`config.mk`:
```
export PLATFORM = sky130hd
export DESIGN_NAME = fsync_tx
export DESIGN_NICKNAME = d
export VERILOG_FILES = /design/src/rtl/fstx_pkg.sv /design/src/rtl/fstx_ctrl.sv /design/src/rtl/fstx_shifter.sv /design/src/rtl/fstx_size.sv /design/src/rtl/fsync_tx.sv
export SDC_FILE = /design/constraint.sdc
export NUM_CORES = 1
export LEC_CHECK = 0
export ABC_AREA = 1
export BUFFER_PORTS_ARGS = -buffer_cell sky130_fd_sc_hd__buf_2
export CAP_MARGIN = 15
export CORE_MARGIN = 3
export CORE_UTILIZATION = 51
export CTS_CLUSTER_SIZE = 30
export DETAILED_ROUTE_END_ITERATION = 8
export PLACE_DENSITY = 0.7
export SETUP_SLACK_MARGIN = 0.05
export SYNTH_ARGS = -nofsm -noshare
export SYNTH_HDL_FRONTEND = slang
export SYNTH_HIERARCHICAL = 1
export SYNTH_SLANG_ARGS = --single-unit
```
`constraint.sdc`:
```
create_clock -name clk -period 2.77 [get_ports clk]
set_input_delay 0 -clock clk [delete_from_list [all_inputs] [get_ports clk]]
set_output_delay 0 -clock clk [all_outputs]
set_load 0.005 [all_outputs]
```
`src/rtl/fstx_pkg.sv`:
```
package fstx_pkg;
    typedef enum logic [1:0] {
        ST_IDLE  = 2'd0,
        ST_SYNC  = 2'd1,
        ST_SHIFT = 2'd2,
        ST_WAIT  = 2'd3
    } fstx_state_e;

    typedef enum logic [1:0] {
        SZ_BYTE = 2'd0,
        SZ_HALF = 2'd1,
        SZ_WORD = 2'd2,
        SZ_NONE = 2'd3
    } fstx_size_e;
endpackage

```
`src/rtl/fstx_ctrl.sv`:
```
module fstx_ctrl
    import fstx_pkg::*;
#(
    parameter int LW = 8,
    parameter int NW = 4,
    parameter int BW = 5
) (
    input  logic          clk,
    input  logic          rst_n,
    input  logic          tick,
    input  logic          start,
    input  logic [LW-1:0] cfg_sync_len,
    input  logic [NW-1:0] cfg_words,
    input  logic [BW-1:0] cfg_bits,
    input  logic          cfg_msb_first,
    input  logic          in_valid,
    input  logic          word_done,
    output fstx_state_e   state,
    output logic          need_word,
    output logic          load,
    output logic          shift_en,
    output logic [BW-1:0] bits_lat,
    output logic          msb_lat,
    output logic          underrun,
    output logic          cfg_err
);
    fstx_state_e   nxt;
    logic [LW-1:0] sync_cnt;
    logic [NW-1:0] words_left;
    logic          sync_zero;
    logic          last_word;
    logic          legal_start;

    assign sync_zero   = (sync_cnt == '0);
    assign last_word   = (words_left == '0);
    assign legal_start = start && (cfg_bits != '0);

    // next-state logic
    always_comb begin
        nxt = state;
        unique case (state)
            ST_IDLE:  if (legal_start) nxt = ST_SYNC;
            ST_SYNC:  if (tick && sync_zero) nxt = in_valid ? ST_SHIFT : ST_WAIT;
            ST_SHIFT: if (tick && word_done)
                          nxt = last_word ? ST_IDLE : (in_valid ? ST_SHIFT : ST_WAIT);
            ST_WAIT:  if (tick && in_valid) nxt = ST_SHIFT;
            default:  nxt = ST_IDLE;
        endcase
    end

    // state register
    always_ff @(posedge clk or negedge rst_n) begin
        if (!rst_n) state <= ST_IDLE;
        else        state <= nxt;
    end

    // outputs
    always_comb begin
        need_word = 1'b0;
        shift_en  = 1'b0;
        unique case (state)
            ST_IDLE:  need_word = 1'b0;
            ST_SYNC:  need_word = tick && sync_zero;
            ST_SHIFT: begin
                need_word = tick && word_done && !last_word;
                shift_en  = tick && !word_done;
            end
            ST_WAIT:  need_word = tick;
            default:  need_word = 1'b0;
        endcase
        load = need_word && in_valid;
    end

    // burst counters and flags
    always_ff @(posedge clk or negedge rst_n) begin
        if (!rst_n) begin
            sync_cnt   <= '0;
            words_left <= '0;
            bits_lat   <= '0;
            msb_lat    <= 1'b0;
            underrun   <= 1'b0;
            cfg_err    <= 1'b0;
        end else begin
            if (state == ST_IDLE && start) begin
                if (legal_start) begin
                    sync_cnt   <= cfg_sync_len;
                    words_left <= cfg_words;
                    bits_lat   <= cfg_bits;
                    msb_lat    <= cfg_msb_first;
                    underrun   <= 1'b0;
                    cfg_err    <= 1'b0;
                end else begin
                    cfg_err    <= 1'b1;
                end
            end
            if (state == ST_SYNC && tick && !sync_zero)
                sync_cnt <= sync_cnt - 1'b1;
            if (state == ST_SHIFT && tick && word_done && !last_word)
                words_left <= words_left - 1'b1;
            if (need_word && !in_valid)
                underrun <= 1'b1;
        end
    end
endmodule

```
`src/rtl/fstx_shifter.sv`:
```
module fstx_shifter #(
    parameter int DW = 32,
    parameter int BW = 5
) (
    input  logic          clk,
    input  logic          rst_n,
    input  logic          load,
    input  logic          shift_en,
    input  logic [DW-1:0] data,
    input  logic [BW-1:0] bits,
    input  logic          msb_first,
    output logic          cur_bit,
    output logic          word_done
);
    logic [DW-1:0] sr;
    logic [BW-1:0] bcnt;

    always_ff @(posedge clk or negedge rst_n) begin
        if (!rst_n) begin
            sr   <= '0;
            bcnt <= '0;
        end else if (load) begin
            sr   <= data;
            bcnt <= bits;
        end else if (shift_en) begin
            sr   <= msb_first ? (sr << 1) : (sr >> 1);
            bcnt <= bcnt - 1'b1;
        end
    end

    assign cur_bit   = msb_first ? sr[bits] : sr[0];
    assign word_done = (bcnt == '0);
endmodule

```
`src/rtl/fstx_size.sv`:
```
module fstx_size
    import fstx_pkg::*;
#(
    parameter int BW = 5
) (
    input  logic [BW-1:0] bits,
    output logic [1:0]    size
);
    fstx_size_e sz;
    always_comb begin
        if (bits == '0)            sz = SZ_NONE;
        else if (int'(bits) < 8)   sz = SZ_BYTE;
        else if (int'(bits) < 16)  sz = SZ_HALF;
        else                       sz = SZ_WORD;
    end
    assign size = sz;
endmodule

```
`src/rtl/fsync_tx.sv`:
```
module fsync_tx
    import fstx_pkg::*;
#(
    parameter int DW = 32,
    parameter int NW = 4,
    parameter int LW = 8,
    localparam int BW = $clog2(DW)
) (
    input  logic          clk,
    input  logic          rst_n,
    input  logic          tick,
    input  logic          start,
    input  logic [LW-1:0] cfg_sync_len,
    input  logic [NW-1:0] cfg_words,
    input  logic [BW-1:0] cfg_bits,
    input  logic          cfg_msb_first,
    input  logic          cfg_idle_lvl,
    input  logic          cfg_open_drain,
    input  logic [DW-1:0] in_data,
    input  logic          in_valid,
    output logic          in_ready,
    output logic          ser_data,
    output logic          ser_oe,
    output logic          fsync,
    output logic          busy,
    output logic          underrun,
    output logic          cfg_err,
    output logic [1:0]    xfer_size
);
    fstx_state_e   state;
    logic          need_word, load, shift_en, msb_lat, cur_bit, word_done;
    logic [BW-1:0] bits_lat;

    fstx_ctrl #(.LW(LW), .NW(NW), .BW(BW)) u_ctrl (
        .clk(clk), .rst_n(rst_n), .tick(tick), .start(start),
        .cfg_sync_len(cfg_sync_len), .cfg_words(cfg_words),
        .cfg_bits(cfg_bits), .cfg_msb_first(cfg_msb_first),
        .in_valid(in_valid), .word_done(word_done), .state(state),
        .need_word(need_word), .load(load), .shift_en(shift_en),
        .bits_lat(bits_lat), .msb_lat(msb_lat),
        .underrun(underrun), .cfg_err(cfg_err)
    );

    fstx_shifter #(.DW(DW), .BW(BW)) u_shift (
        .clk(clk), .rst_n(rst_n), .load(load), .shift_en(shift_en),
        .data(in_data), .bits(bits_lat), .msb_first(msb_lat),
        .cur_bit(cur_bit), .word_done(word_done)
    );

    fstx_size #(.BW(BW)) u_size (.bits(cfg_bits), .size(xfer_size));

    assign in_ready = need_word;
    assign fsync    = (state == ST_SYNC);
    assign busy     = (state != ST_IDLE);
    assign ser_data = (state == ST_SHIFT) ? cur_bit : cfg_idle_lvl;
    assign ser_oe   = cfg_open_drain ? ser_data : 1'b1;
endmodule

```
=== Yosys cells after proc, flatten, opt, wreduce, memory -nomap -nowiden ===
Cells that the tools add are included.

* Input bits: 57
* Output and inout port bits: 9
* Logic and storage cells: 91
* Bits in registers: 59

* Reduce and logical (&&, ||, !) cells: 37
* Multiplexer cells: 32
* Equal/unequal tests: 7
* Add/subtract/negate cells: 3
* $lt $le $gt $ge: 3

{| class="wikitable"
|+ Operators with widths
! kind !! number
|-
| two-way mux 32 bit || 3
|-
| two-way mux 8 bit || 3
|-
| two-way mux 2 bit || 8
|-
| nonzero test 2 bit || 8
|-
| logical AND 1 bit || 14
|-
| two-way mux 4 bit || 3
|-
| zero test 5 bit || 2
|-
| two-way mux 1 bit || 10
|-
| two-way mux 5 bit || 2
|-
| zero test 8 bit || 1
|-
| != test 2 x 1 -> 1 bit (second input constant) || 4
|-
| case mux 2 bit (4 select lines) || 1
|-
| AND reduction 2 bit || 4
|-
| subtractor 8 x 1 -> 8 bit (second input constant) || 1
|-
| < comparator 5 x 6 -> 1 bit (second input constant) || 1
|-
| binary-select mux 1 bit (select 5 bit) || 1
|-
| < comparator 5 x 4 -> 1 bit (second input constant) || 1
|-
| < comparator 5 bit (second input constant) || 1
|-
| nonzero test 5 bit || 1
|-
| subtractor 5 x 1 -> 5 bit (second input constant) || 1
|-
| equality test 2 bit (second input constant) || 2
|-
| zero test 1 bit || 4
|-
| zero test 4 bit || 1
|-
| case mux 1 bit (4 select lines) || 1
|-
| other kinds (4) || 4
|}

=== Depth between registers and ports, before layout ===
Gate-level depths: netlist (run 1).

* Depth after elaboration: 7
* Mapped depth: 17
* Depth with buffers taken out: 16

=== Hierarchy ===
Netlist (run 1), hierarchy kept.

{| class="wikitable"
|+ By module, submodules not included
! module !! seq. area each (µm²) !! area each (µm²) !! cells an instance !! instances
|-
| fstx_shifter || 925.9 || 2343.5 || 317 || 1
|-
| fstx_ctrl || 550.5 || 1395.1 || 192 || 1
|-
| fsync_tx || 0.0 || 37.5 || 8 || 1
|-
| fstx_size || 0.0 || 33.8 || 8 || 1
|}

=== Worst setup path before layout (run 1) ===
OpenSTA, ideal clock, no wires.

* Path kind: flip-flop to flip-flop
* From: reg u_shift.bcnt[0]
* To: reg u_shift.bcnt[2]
* Stages on the path, launching flop included: 16
* Period minus slack after synthesis: 2.329 ns
* Path buffers: 2
* Setup time: 0.122 ns
* Data arrival time: 2.208 ns
* Setup slack: 0.441 ns
* Data required time: 2.648 ns
* Cell sequence: dfrtp_1 -> inv_1 -> ha_1 -> nand2_1 -> nor2_1 -> inv_2 -> or2_1 -> inv_1 -> nand2_1 -> nor2_4 -> nor2_1 -> a21oi_1 -> buf_4 -> inv_2 -> buf_2 -> a32o_1

* Cells in the longest elaborated chain, start to end: 6
* Elaborated cells between the ends (all ways): 12
* Classes of those cells: 1 x add/sub; 4 x mux; 7 x reduce/logical

{| class="wikitable"
|+ Ends and longest elaborated chain
! what !! line !! text
|-
| start, declared || fstx_shifter.sv:16 || <nowiki>logic [BW-1:0] bcnt;</nowiki>
|-
| start signal, assigned || fstx_shifter.sv:24 || <nowiki>bcnt <= bits;</nowiki>
|-
| start signal, assigned || fstx_shifter.sv:27 || <nowiki>bcnt <= bcnt - 1'b1;</nowiki>
|-
| zero test 5 bit (*) || fstx_shifter.sv:32 || <nowiki>assign word_done = (bcnt == '0);</nowiki>
|-
| via word_done || fsync_tx.sv:31 || <nowiki>logic need_word, load, shift_en, msb_lat, cur_bit, word_done;</nowiki>
|-
| logical AND 1 bit (*) (2 in a row) || fstx_ctrl.sv:65 || <nowiki>need_word = tick && word_done && !last_word;</nowiki>
|-
| case mux 1 bit (4 select lines) (*) || fstx_ctrl.sv:61 || <nowiki>unique case (state)</nowiki>
|-
| logical AND 1 bit (*) || fstx_ctrl.sv:71 || <nowiki>load = need_word && in_valid;</nowiki>
|-
| via load || fsync_tx.sv:31 ||
|-
| two-way mux 5 bit / nonzero test 2 bit (equally long branches) || n/a ||
|}

The timed path passes the listed nets; every way through them passes the cells marked *. The select of a mux whose other input is x is not followed.
A chain may end at the register's enable or synchronous reset.

=== Worst setup path after layout (run 1) ===
* From: reg u_shift.bcnt[0]
* To: reg u_shift.sr[15]

* Cells in the longest elaborated chain, start to end: 6
* Elaborated cells between the ends (all ways): 10
* Classes of those cells: 3 x mux; 7 x reduce/logical

{| class="wikitable"
|+ Ends and longest elaborated chain
! what !! line !! text
|-
| zero test 5 bit (*) || fstx_shifter.sv:32 ||
|-
| via word_done || fsync_tx.sv:31 ||
|-
| logical AND 1 bit (*) (2 in a row) || fstx_ctrl.sv:65 ||
|-
| case mux 1 bit (4 select lines) (*) || fstx_ctrl.sv:61 ||
|-
| logical AND 1 bit (*) || fstx_ctrl.sv:71 ||
|-
| via load || fsync_tx.sv:31 ||
|-
| two-way mux 32 bit / nonzero test 2 bit (equally long branches) || n/a ||
|-
| end signal, assigned || fstx_shifter.sv:23 || <nowiki>sr <= data;</nowiki>
|-
| end signal, assigned || fstx_shifter.sv:26 || <nowiki>sr <= msb_first ? (sr << 1) : (sr >> 1);</nowiki>
|-
| end, declared || fstx_shifter.sv:15 || <nowiki>logic [DW-1:0] sr;</nowiki>
|}

The timed path passes the listed nets; every way through them passes the cells marked *.

==> impl.org, run 1 <==
** Synthesis
- Post-synth design cell area :: 0.00381 mm²
- Unique masters post-synth :: 36
- Syn_nets :: 586
- Register area share after synthesis :: 0.388
- Leading register cell type out of synthesis :: dfrtp_1
- Of all flip-flops after synthesis, the portion carrying an async set or reset was 1.00.
- For this run, the number of Yosys warnings is 6.
- Counting every instance in the synthesized netlist gives 525.
- Averaged over all synthesized cells, the footprint is 7.26 µm².
- Counting flops with a built-in enable in the synthesized netlist gives 0.
- Synthesis inferred 59 register bits.

** Die
- In this run the vertical extent of the chip is 92.4 µm.
- The floorplan step defined a die boundary enclosing 0.00854 mm².
- For this design the top-level I/O count stands at 66.
- Starting density of the core :: 0.543
- Die X-Extent :: 92.4 µm
- The floorplan step defined a core boundary enclosing 0.00702 mm².
- Site Rows :: 30

** Worst setup path
- Instance count on the critical path :: 17
- Critical Path End Type :: flop
- For the worst flop-to-flop path, the logic depth is 17.
- Data on the critical path is required at its endpoint by 3.00 ns.
- Top fanout value on the critical path :: 15
- Number of buffers and inverters on the critical path :: 4
- Data on the critical path arrives at its endpoint at 2.74 ns.
- Ordered list of cells on the worst path :: inv_1 -> ha_1 -> nand2_1 -> nor2_2 -> inv_2 -> or2_1 -> inv_2 -> nand2_2 -> nor2_4 -> nor2_1 -> a21oi_4 -> nor2_2 -> buf_6 -> a21oi_2 -> o21ai_1 -> a21oi_1 -> nor2_1
- RR Endpoint :: u_shift/sr[15]$_DFFE_PN0P_
- Stage delay of the slowest cell on the critical path :: 0.36 ns
- Type of the setup path with the least slack :: flop to flop
- STA classifies the critical path startpoint as a flop.
- For this design, the slowest cell found on the critical path is dfrtp_1.
- The cell family contributing the most delay on the critical path is simple AND/OR/NAND/NOR gates.
- The worst register-to-register path has a setup slack of 0.26 ns.
- In this run the critical register-to-register path is launched from u_shift/bcnt[0]$_DFFE_PN0P_.

** Clock network
- Clock net sink count :: 59
- Clk Tree Root Cell :: clkbuf_8
- Clock latency on the worst-skew pair :: 0.34 ns
- Clock buffer count from CTS :: 9
- Depth of the CTS H-tree :: 3
- Clk buf depth :: 2
- In this run the post-CTS setup repair buffer count came out at 0.
- Clock-pin slew was measured on the worst setup and hold paths at 0.07 ns.
- TritonCTS built the clock tree.

** Placed design
- DP HPWL :: 7.03 mm
- Including well taps, the total number of placed cells is 673.
- Port buffering added 65 buffers.
- Global placement routability congestion :: 0.885

** Drt
- In this run, the number of DRC markers left after iteration 0 of detailed routing was 272.
- Detailed-route wire length :: 10.6 mm
- Via density :: 5.42
- Total iterations of the first detailed-routing run :: 5
- Across all layers, the routed design uses 3971 vias.
- After detailed routing, the number of remaining DRC violations is 0.
- In the final routed layout, each cell accounts on average for 14.5 µm.
- The detail route stage leaves a number of antenna-violating nets equal to 0.

** Pwr
- Of the total power, the share spent switching nets is 0.470.
- Of the total power, the clock network draws 0.140.
- Power spread over the standard cell area amounts to 1070 mW/mm².
- Internal power :: 0.00276 W
- Switching power :: 0.00245 W
- Comb power frac :: 0.509
- Relative contribution of sequential cells to total power :: 0.351
- Peak VDD IR :: 581 µV
- The analysis attributes to cell leakage a power of 2.37 nW.

** Timing
- Final Setup Violations :: 0
- The number of slew-limit violations in the final report was 0.
- Unrepaired setup endpoints after global routing :: true
- Post-route minimum period :: 2.51 ns
- Derived from the worst setup path, the maximum achievable clock frequency is 0.399 GHz.
- The final hold violation count came to 0.
- Actual transition at the worst max-transition pin :: 0.773 ns
- Worst Clk Skew :: 0.00395 ns
- In this run the tightest slew margin relative to its limit is 0.484.
- Total negative setup slack :: 0 ns
- Share of the cycle needed by the critical path after routing :: 0.906

** Layout
- Number of filler instances in the final layout :: 606
- Leaving out fill and tap cells, the most frequent cell in the layout is nand2_1.
- Of the cells placed in the final design, the portion with a size suffix greater than 1 is 0.201.
- Final standard cell count with taps included and fillers excluded :: 732
- Most frequent cells in the layout :: nand2_1, nand3_1, buf_2, dfrtp_1, nor2_1
- Total inserted antenna cells :: 0
- Final #Nets :: 693
- From synthesis to final layout, the design area changed by 27.4%.

** GRT
- Wire length of the first global-routing pass :: 17.6 mm
- The initial antenna violation count was 0.
- Grt ovf :: 0
- Global routing usage summed across all routing layers :: 0.256
- Maximum number of pins on one net before global-route repair :: 35
- The via count of the first global-routing pass came to 3783.

** Run status
- The flow ran to the end, and the final reports show no timing, DRC or antenna violations.

** Min path
- Startpoint of the worst hold path :: in_data[17]
- The min-delay analysis places its worst path in the category primary input to flop.
- For hold timing, the worst endpoint is u_shift/sr[17]$_DFFE_PN0P_.
- The worst hold path passes through 3 cells.

** Flow run
- MaxCap Viol Count :: 0
==> area by class of cell <==
class                      count  area [µm²]  share of cell area
clock buffer                  13         169              0.0348
clock inverter                 2        10.0             0.00206
inverter                      44         175              0.0361
multi-input combinational    397        2010               0.415
sequential                    59        1480               0.304
tap                           96         120              0.0247
timing repair buffer         121         890               0.183
==> worst max-delay path by stage <==
stage | start | to | slack (ns)
detailed placement | u_shift/bcnt[0]$_DFFE_PN0P_ | u_shift/sr[30]$_DFFE_PN0P_ | 0.14
global placement | u_shift/bcnt[0]$_DFFE_PN0P_ | u_shift/sr[26]$_DFFE_PN0P_ | 0.25
floorplan | u_shift/bcnt[0]$_DFFE_PN0P_ | u_shift/bcnt[2]$_DFFE_PN0P_ | 0.44
CTS | u_shift/bcnt[0]$_DFFE_PN0P_ | u_shift/sr[30]$_DFFE_PN0P_ | 0.12
finish | u_shift/bcnt[0]$_DFFE_PN0P_ | u_shift/sr[15]$_DFFE_PN0P_ | 0.26
global route | u_shift/bcnt[0]$_DFFE_PN0P_ | u_shift/sr[15]$_DFFE_PN0P_ | 0.02
==> metal layers <==
layer	vias to the layer above	GRT usage	wire length (µm)
li1	1964	-	-
met1	1821	0.330	4600
met2	161	0.425	5120
met3	25	0.0463	668
met4	0	0.101	242
met5	-	0	0
==> stage by stage <==
step                      power, W   util  hold WS, ns  setup slack (ns)  cell area, µm²
after floorplan            0.00372      -       -0.296             0.441            3810
after global placement     0.00427  0.600        0.126             0.253            4210
after detailed placement   0.00435  0.600        0.130             0.136            4210
after CTS                  0.00514  0.686      0.00595             0.119            4820
after global routing       0.00570  0.692       0.0265            0.0151            4850
final                      0.00521  0.692       0.0232             0.262            4850
==> worst register-to-register path, delay by kind of cell, from the launching register on <==
| family | cells | cell delay (ns) |
|---|---|---|
| AO/OA/AOI/OAI | 4 | 0.59 |
| adder cells (fa/ha/maj) | 1 | 0.18 |
| buffers and inverters | 4 | 0.40 |
| flip-flops | 1 | 0.36 |
| AND/OR/NAND/NOR | 8 | 0.90 |
==> power groups by stage <==
stage | Clock [W] | Sequential [W] | Combinational, W
after global routing | 0.000787 | 0.00190 | 0.00301
after CTS | 0.000747 | 0.00181 | 0.00258
after floorplan | 0 | 0.00161 | 0.00212
after global placement | 0 | 0.00182 | 0.00245
final | 0.000729 | 0.00183 | 0.00265
after detailed placement | 0 | 0.00182 | 0.00253
==> cells by family after synthesis <==
family                     synth area share
and+or+nand+nor                       0.346
xor gates and xnor gates             0.0138
buffers and inverters                0.0926
adders and majority gates            0.0131
DFF                                   0.388
AOI/OAI and AO/OA                     0.147
==> flip-flops by register name (all words and copies together), names as in the netlist <==
| register | cells |
|---|---|
| u_shift/bcnt | 5 |
| u_ctrl/words_left | 4 |
| u_shift/sr | 32 |
| u_ctrl/sync_cnt | 8 |
| u_ctrl/cfg_err | 1 |
| u_ctrl/underrun | 1 |
| u_ctrl/bits_lat | 5 |
| u_ctrl/msb_lat | 1 |
| u_ctrl/state | 2 |
==> Yosys cell counts (all sizes together) (4+ instances only) <==
| master | count | area (µm²) |
|---|---|---|
| dfrtp | 59 | 1480 |
| nand2 | 148 | 586 |
| ha | 4 | 50.1 |
| a22oi | 12 | 90.1 |
| nor2 | 61 | 277 |
| nand3 | 73 | 365 |
| or2 | 5 | 31.3 |
| inv | 43 | 169 |
| a32oi | 6 | 52.6 |
| a31oi | 19 | 119 |
| buf | 23 | 169 |
| o21ai | 20 | 111 |
| a21oi | 32 | 160 |
==> repair_timing <==
item	CTS	global route
hold buffers	43	0
endpoints found under the setup margin	0	36
hold endpoints to repair	74	0
resized for setup	0	10
Power figures use the tool's default switching activity.
==> run 2, diff against run 1 <==
Settings changed: SLEW_MARGIN set to 20, SYNTH_HIERARCHICAL 1 to not set.
==> run 2 against run 1 <==
  * Worst hold slack worse by 0.012 ns
  * Die area down 1.2%
  * Sequential power down 9%
  * Final cell count up 1.1%
==> impl.org, run 2 <==
** Worst setup path
- STA classifies the critical path endpoint as a primary output.
- The worst register-to-register path begins at u_ctrl.sync_cnt[0]$_DFFE_PN0P_.
- In this run the worst path has a maximum fanout of 21.
- At the worst endpoint, the required time is 2.77 ns.
- Worst reg-to-reg path cell count :: 10
- Cell family contributing the most delay on the critical path :: buffers and inverters
- The worst setup path is of the flop to primary output kind.
- The signal on the critical path passes through inv_1 -> ha_1 -> nor3b_2 -> a21oi_1 -> o21ai_4 -> buf_4 -> buf_2.
- Stage delay of the slowest cell on the critical path :: 0.46 ns
- Together, buffers and inverters on the worst path number 3.
- Worst setup slack for register-to-register paths :: 0.60 ns
- Data arrival time of the critical path :: 2.31 ns
- The slowest stage of the critical path belongs to the cell o21ai_4.
- Launch point of the critical path :: u_ctrl.sync_cnt[0]$_DFFE_PN0P_
- In this run the critical register-to-register path is captured at u_shift.sr[28]$_DFFE_PN0P_.
- Critical path startpoint category :: flop

** Timing
- Setup repair after global routing left no endpoint under its margin.
- At the pin with the least slew margin, the transition time is 0.758 ns.
- In the finished design, the share of the clock period the worst path needs comes to 0.834.
- Max Freq :: 0.433 GHz
- Worst Clk Skew :: 0.00971 ns
- Final Setup Violations :: 0
- The final hold violation count is 0.
- Summed over all failing endpoints, the final setup total negative slack is 0 ns.
- The clock period could shrink to 2.31 ns.
- Number of slew-limit violations in the final report :: 0
- The worst pin sits at a relative slew slack of 0.495.

** Die
- Die footprint :: 0.00844 mm²
- In this run the count of I/O pins placed on the die edge is 66.
- Site Rows :: 30
- Vert. Die Dim :: 91.9 µm
- Core footprint :: 0.00698 mm²
- Die X-Extent :: 91.9 µm
- Starting density of the core :: 0.539

** Clock network
- Clock latency on the worst-skew pair :: 0.34 ns
- Clk buf depth :: 2
- The H-tree generated during clock tree synthesis spans 3 levels.
- Post-CTS repair timing setup buffer count :: 0
- Clk Tree Root Cell :: clkbuf_8
- Counting every sink on the clock net gives 59.
- Clock tree synthesis inserted a total of 9 buffers.
- Clock-pin slew was measured on the worst setup and hold paths at 0.07 ns.
- TritonCTS built the clock tree.

** Drt
- After detailed routing, the average wire length per cell comes to 13.2 µm.
- Before antenna repair, the detailed router went through 5 iterations.
- Detailed-route wire length :: 9.74 mm
- Once detail routing completed, the nets flagged for antenna violations numbered 0.
- Uppermost signal routing layer after detailed routing :: met4
- In the routed layout, each cell is associated on average with a via count of 5.26.
- The detailed router finished its first iteration with 228 violations.
- For this run, design rule violations remaining after detail routing come to 0.
- After detailed routing, the wire length on met1 is 4.25 mm.
- Met2 WL post-DR :: 4.84 mm
- Detailed routing placed a total of 514 µm of wire on met3.
- Detailed routing inserted a total of 3895 vias.

** Min path
- For hold timing, the worst endpoint is u_shift.sr[31]$_DFFE_PN0P_.
- Startpoint of the worst hold path :: in_data[31]
- The min-delay analysis places its worst path in the category primary input to flop.
- Hold Crit Depth :: 4

** Layout
- Largest registers in the final layout :: u_shift.sr: 32 flops, u_ctrl.sync_cnt: 8 flops
- Area delta synth->final :: 27.2%
- The register with the most flip-flops in the layout has 32 of them.
- Most frequent cells in the layout :: nand2_1, nand3_1, buf_2, dfrtp_1, inv_1
- Share of final-layout standard cells stronger than drive strength 1 :: 0.157
- Leaving out fill and tap cells, the most frequent cell in the layout is nand2_1.
- Number of filler instances in the final layout :: 634
- More flip-flops sit in one register than any other, and that register is u_shift.sr.
- Total inserted antenna cells :: 0
- For this run, the post-layout net count is 702.
- Once layout is complete, the utilization of the core stands at 0.686.

** Synthesis
- Number of enable flip-flop cells after synthesis :: 0
- Number of register bits inferred by synthesis :: 59
- Of the total synthesized cell area, the portion taken by AND, OR, NAND and NOR gates is 0.355.
- Cell with the most instances after synthesis :: nand2_1
- Share of the synthesized netlist area taken by xor and xnor gates :: 0.0210
- The share of the synthesized area in compound gates (AO/OA/AOI/OAI) is 0.115.
- In the synthesized netlist the async set-or-reset flop fraction comes to 1.00.
- The largest total area in the synthesized netlist belongs to dfrtp_1.
- Leading register cell type out of synthesis :: dfrtp_1
- Unique masters post-synth :: 35
- Mapped Cells :: 536
- Cell types with the largest area share after synthesis :: dfrtp_1, nand2_1, nand3_1
- Syn_nets :: 598
- Register area share after synthesis :: 0.392
- Largest family of logic cells by synthesized area :: simple AND/OR/NAND/NOR gates
- Per-instance average area after synthesis :: 7.02 µm²
- Post-synth design cell area :: 0.00376 mm²
- Of the total synthesized cell area, the portion taken by full adders, half adders and majority gates is 0.0166.
- After synthesis, the share of cell area in mux cells is 0.
- Of the post-synthesis cell area, the dominant cell type holds 0.392.
- Yosys warns :: 0
- By count the netlist is led by nand2_1, nand3_1, dfrtp_1.

** Flow run
- MaxCap Viol Count :: 0

** Pwr
- Peak VDD IR :: 499 µV
- For this design the static power due to leakage is 2.41 nW.
- Pwr/cell area :: 969 mW/mm²

** GRT
- Maximum number of pins on one net before global-route repair :: 40
- Global routing usage summed across all routing layers :: 0.250
- The first global-routing pass estimated 17.2 mm of wire.
- The initial antenna violation count came to 0.
- The via count of the first global-routing pass was 3736.
- Global routing finished with a remaining overflow of 0.

** Placed design
- DP HPWL :: 6.52 mm
- Count of buffers from port buffering :: 65
- Routability-driven placement finished with a final weighted congestion of 0.856.

** Run status
- The run finished with clean final reports.
-- run 2: worst max-delay path by stage --
| stage | slack, ns | end | depth (start not counted) |
|---|---|---|---|
| floorplan | 1.15 | u_shift.sr[3]$_DFFE_PN0P_ | 11 |
| global placement | 0.47 | u_shift.sr[13]$_DFFE_PN0P_ | 10 |
| detailed placement | 0.41 | u_shift.sr[28]$_DFFE_PN0P_ | 10 |
| CTS | 0.23 | in_ready | 7 |
| global route | 0.29 | in_ready | 7 |
| finish | 0.46 | in_ready | 7 |
-- run 2: routing by layer --
metal | vias to the layer above | global-route usage
li1 | 1950 | -
met1 | 1825 | 0.315
met2 | 109 | 0.439
met4 | 0 | 0.0644
met5 | - | 0
met3 | 11 | 0.0492
-- run 2: layout make-up --
class / count / area [µm²] / share of cell area
timing repair buffer: 121 / 881 / 0.184
multi-input combinational: 393 / 1920 / 0.401
tap: 96 / 120 / 0.0251
inverter: 56 / 213 / 0.0444
clock buffer: 13 / 169 / 0.0353
clock inverter: 2 / 10.0 / 0.00209
sequential: 59 / 1480 / 0.308
-- run 2: logic make-up after synthesis --
kind of cell             Yosys count
flip-flops                        59
adder cells (fa/ha/maj)            5
XOR/XNOR                           9
buffers and inverters             84
AND/OR/NAND/NOR                  305
AO/OA/AOI/OAI                     74
-- run 2: power breakdown --
group / internal [W] / total, W / switching (W)
logic: 0.000874 / 0.00225 / 0.00137
registers: 0.00126 / 0.00166 / 0.000399
clock network: 0.000391 / 0.000732 / 0.000342
total: 0.00253 / 0.00464 / 0.00211
-- run 2: repair_timing --
item	CTS	global route
hold endpoints to repair	66	0
setup endpoints to repair	0	1
resized for setup	0	1
hold buffers	49	0
-- run 2: per-stage QoR --
step / power [W] / std cells / hold slack (ns) / area, µm² / setup slack [ns]
2_1_floorplan: 0.00333 / 536 / -0.296 / 3760 / 1.15
3_3_place_gp: 0.00379 / 676 / -0.0360 / 4110 / 0.471
3_5_place_dp: 0.00386 / 676 / -0.0270 / 4110 / 0.409
4_1_cts: 0.00467 / 740 / 0.00247 / 4780 / 0.226
5_1_grt: 0.00513 / 740 / 0.0251 / 4790 / 0.292
6_report: 0.00464 / 740 / 0.0115 / 4790 / 0.460
-- run 2: worst reg2reg max path: stages (launching register included) --
cell,delay [ns]
dfrtp_1,0.38
inv_1,0.13
ha_1,0.16
nor3b_2,0.19
a21oi_1,0.13
o21ai_4,0.46
nand2_4,0.14
nand2_4,0.12
inv_4,0.14
nand2_1,0.11
nand3_1,0.08
==> run 3, diff against run 2 <==
Settings changed: PLACE_DENSITY 0.7 to 0.73.
Clock period 2.77 ns to 1.9 ns, I/O delays scaled along.
==> run 3 against run 2 <==
  * Die area is the same
  * Cell area grew 9.4%
  * Global-route usage grew 0.18 points
  * Clock power rose by 53%
  * Clock-buffer cell count shrank 3
==> impl.org, run 3 (synthesized netlist as in run 2, its figures left out) <==
** GRT
- Global routing finished with a remaining overflow of 0.
- Entering global routing, the biggest net connects 60 pins.
- Initial antenna violation count :: 0
- The via count of the first global-routing pass is 3764.
- Wire length of the first global-routing pass :: 17.4 mm
- Across every metal layer, demand over resource in global routing totals 0.252.

** Flow run
- MaxCap Viol Count :: 0

** Worst setup path
- STA classifies the critical path endpoint as a primary output.
- Data arrival time of the critical path :: 1.81 ns
- The critical path in this run is classified as flop to primary output.
- Data on the critical path is required at its endpoint by 1.90 ns.
- Critical path startpoint category :: flop
- In this run the worst path has a maximum fanout of 6.

** Timing
- Setup repair after global routing could not meet its margin everywhere.
- Max-slew headroom :: 0.717
- The clock arrives with 0.00964 ns of skew.
- Post-route minimum period :: 1.81 ns
- Share of the cycle needed by the critical path after routing :: 0.954
- The number of slew-limit violations in the final report is 0.
- Final Setup Violations :: 0
- Endpoints failing hold :: 0
- For the pin with the worst max-slew slack, the measured transition is 0.425 ns.
- Timing would allow up to 0.551 GHz.
- Crit path setup slack, layout :: 0.0866 ns

** Drt
- The routed layout has 4131 vias.
- In the final routed layout, each cell accounts on average for 14.3 µm.
- DRC Markers :: 0
- Via density :: 5.39
- Iteration-0 DRC count of the detailed router :: 272
- For this block, the routed nets add up to 11.0 mm of wire.
- The first detailed-routing pass ran for 5 iterations.
- The count of nets left with antenna violations once routing finished came out at 0.

** Min path
- The worst hold path belongs to the class primary input to flop.

** Layout
- Summing all non-filler instances in the final layout gives an area of 0.00524 mm².
- Most frequent standard cell in the layout excluding fill and tap cells :: nand2_1
- More flip-flops sit in one register than any other, and that register is u_shift.sr.
- The library cells used most frequently in the layout, excluding fill and tap cells, are nand2_1, nand3_1, buf_2, dfrtp_1.
- In the final layout, the share of cells above drive strength 1 is 0.249.
- Area delta synth->final :: 39.2%
- Measured on the finished design, the core utilization comes to 0.750.
- Final #Nets :: 728
- Summing all flip-flop and latch instances after layout gives 0.00148 mm².
- The register with the most flip-flops in the layout has 32 of them.
- Largest registers in the final layout :: u_shift.sr: 32 flops, u_ctrl.sync_cnt: 8 flops
- Summing all multi-input logic gate instances after layout gives 0.00206 mm².
- After filler insertion, the fill cell instance count of the layout stands at 549.
- The number of antenna diodes in the final layout is 0.

** Die
- Die X-Extent :: 91.9 µm
- The initialized floorplan defines 30 standard-cell rows.
- Die footprint :: 0.00844 mm²
- During I/O placement, the number of pins put on the boundary was 66.
- Core footprint :: 0.00698 mm²
- For this configuration, the core starts out at a cell density of 0.539.
- Vert. Die Dim :: 91.9 µm

** Pwr
- The analysis attributes to cell leakage a power of 2.62 nW.
- Power spread over the standard cell area amounts to 1480 mW/mm².
- Peak VDD IR :: 726 µV

** Placed design
- In this run the tool buffered the top-level ports with 65 buffer cells.
- DP HPWL :: 6.62 mm
- Global placement routability congestion :: 0.872
- Placed Area :: 0.00418 mm²
- Before CTS, the worst setup slack after placement is -0.0140 ns.

** Clock network
- Clock tree from TritonCTS :: yes
- Clock-pin slew on the worst setup and hold paths :: 0.07 ns
- Clk buf depth :: 2
- Clock buffer count from CTS :: 9
- The H-tree was split into 3 levels.
- Clock latency on the worst-skew pair :: 0.34 ns
- Clock net sink count :: 59
- CTS placed an instance of clkbuf_8 at the clock tree root.

** Run status
- Run status :: finished clean
run 3: changes by cell type in the layout (fill, tap and decap cells not counted), sizes merged:
cell,delta
buf,+25
clkbuf,-3
clkinv,+3
dlygate4sd3,-2
inv,+2
bufinv,+1
clkinvlp,+1
run 3: layout make-up:
cell class / instances / area share
tap: 96 / 0.0229
timing repair buffer: 144 / 0.215
inverter: 56 / 0.0447
timing repair inverter: 3 / 0.00550
sequential: 59 / 0.282
clock buffer: 10 / 0.0263
multi-input combinational: 393 / 0.393
clock inverter: 6 / 0.0105
run 3: power by group:
part / internal, W / switching, W
logic: 0.00174 / 0.00242
registers: 0.00184 / 0.000608
clock network: 0.000629 / 0.000496
run 3: worst paths after layout:
path / from / endpoint / slack, ns / cells after the start
max: u_ctrl.bits_lat[0]$_DFFE_PN0P_ / ser_oe / 0.09 / 12
min: in_data[31] / u_shift.sr[31]$_DFFE_PN0P_ / 0.001 / 4
max reg2reg: u_ctrl.sync_cnt[1]$_DFFE_PN0P_ / u_shift.sr[13]$_DFFE_PN0P_ / 0.09 / 10
min reg2reg: u_ctrl.underrun$_DFFE_PN0P_ / u_ctrl.underrun$_DFFE_PN0P_ / 0.51 / 1
max in group asynchronous: rst_n / u_ctrl.bits_lat[0]$_DFFE_PN0P_ / 1.42 / 3
min in group asynchronous: rst_n / u_shift.sr[7]$_DFFE_PN0P_ / 0.20 / 3
run 3: routing by layer:
| metal | up-vias | share of wire | GRT usage |
|---|---|---|---|
| met4 | 0 | 0.018 | 0.0718 |
| met3 | 23 | 0.068 | 0.0517 |
| met5 | - | 0 | 0 |
| met1 | 1921 | 0.42 | 0.326 |
| met2 | 167 | 0.49 | 0.426 |
| li1 | 2020 | - | - |
run 3: per-stage QoR:
step / hold slack (ns) / power, W / TNS [ns] / cells
floorplan: -0.296 / 0.00486 / 0 / 536
global placement: 0.0346 / 0.00560 / 0 / 684
detailed placement: 0.0341 / 0.00570 / -0.0140 / 684
CTS: 0.00879 / 0.00718 / 0 / 756
global route: 0.0156 / 0.00839 / -0.0714 / 767
finish: 0.00133 / 0.00774 / 0 / 767
run 3: repair_timing:
| item | 4_1_cts | 5_1_grt |
|---|---|---|
| resized for setup | 8 | 50 |
| endpoints found under the hold margin | 105 | 0 |
| gates cloned | 1 | 4 |
| setup buffers | 8 | 7 |
| hold buffers | 47 | 0 |
| pin swaps | 3 | 6 |
| setup endpoints to repair | 38 | 46 |
run 3: critical path, cell delays in order (launching register included):
cell and delay, ns:
dfrtp_2 0.49, buf_6 0.17, nand2_4 0.05, nand3_2 0.06, nand2_1 0.08, nand2_1 0.05
nand3_1 0.09, nand3b_1 0.10, nand3_2 0.08, nand2_2 0.07, nand2_2 0.07, nand2_2 0.05
buf_6 0.11
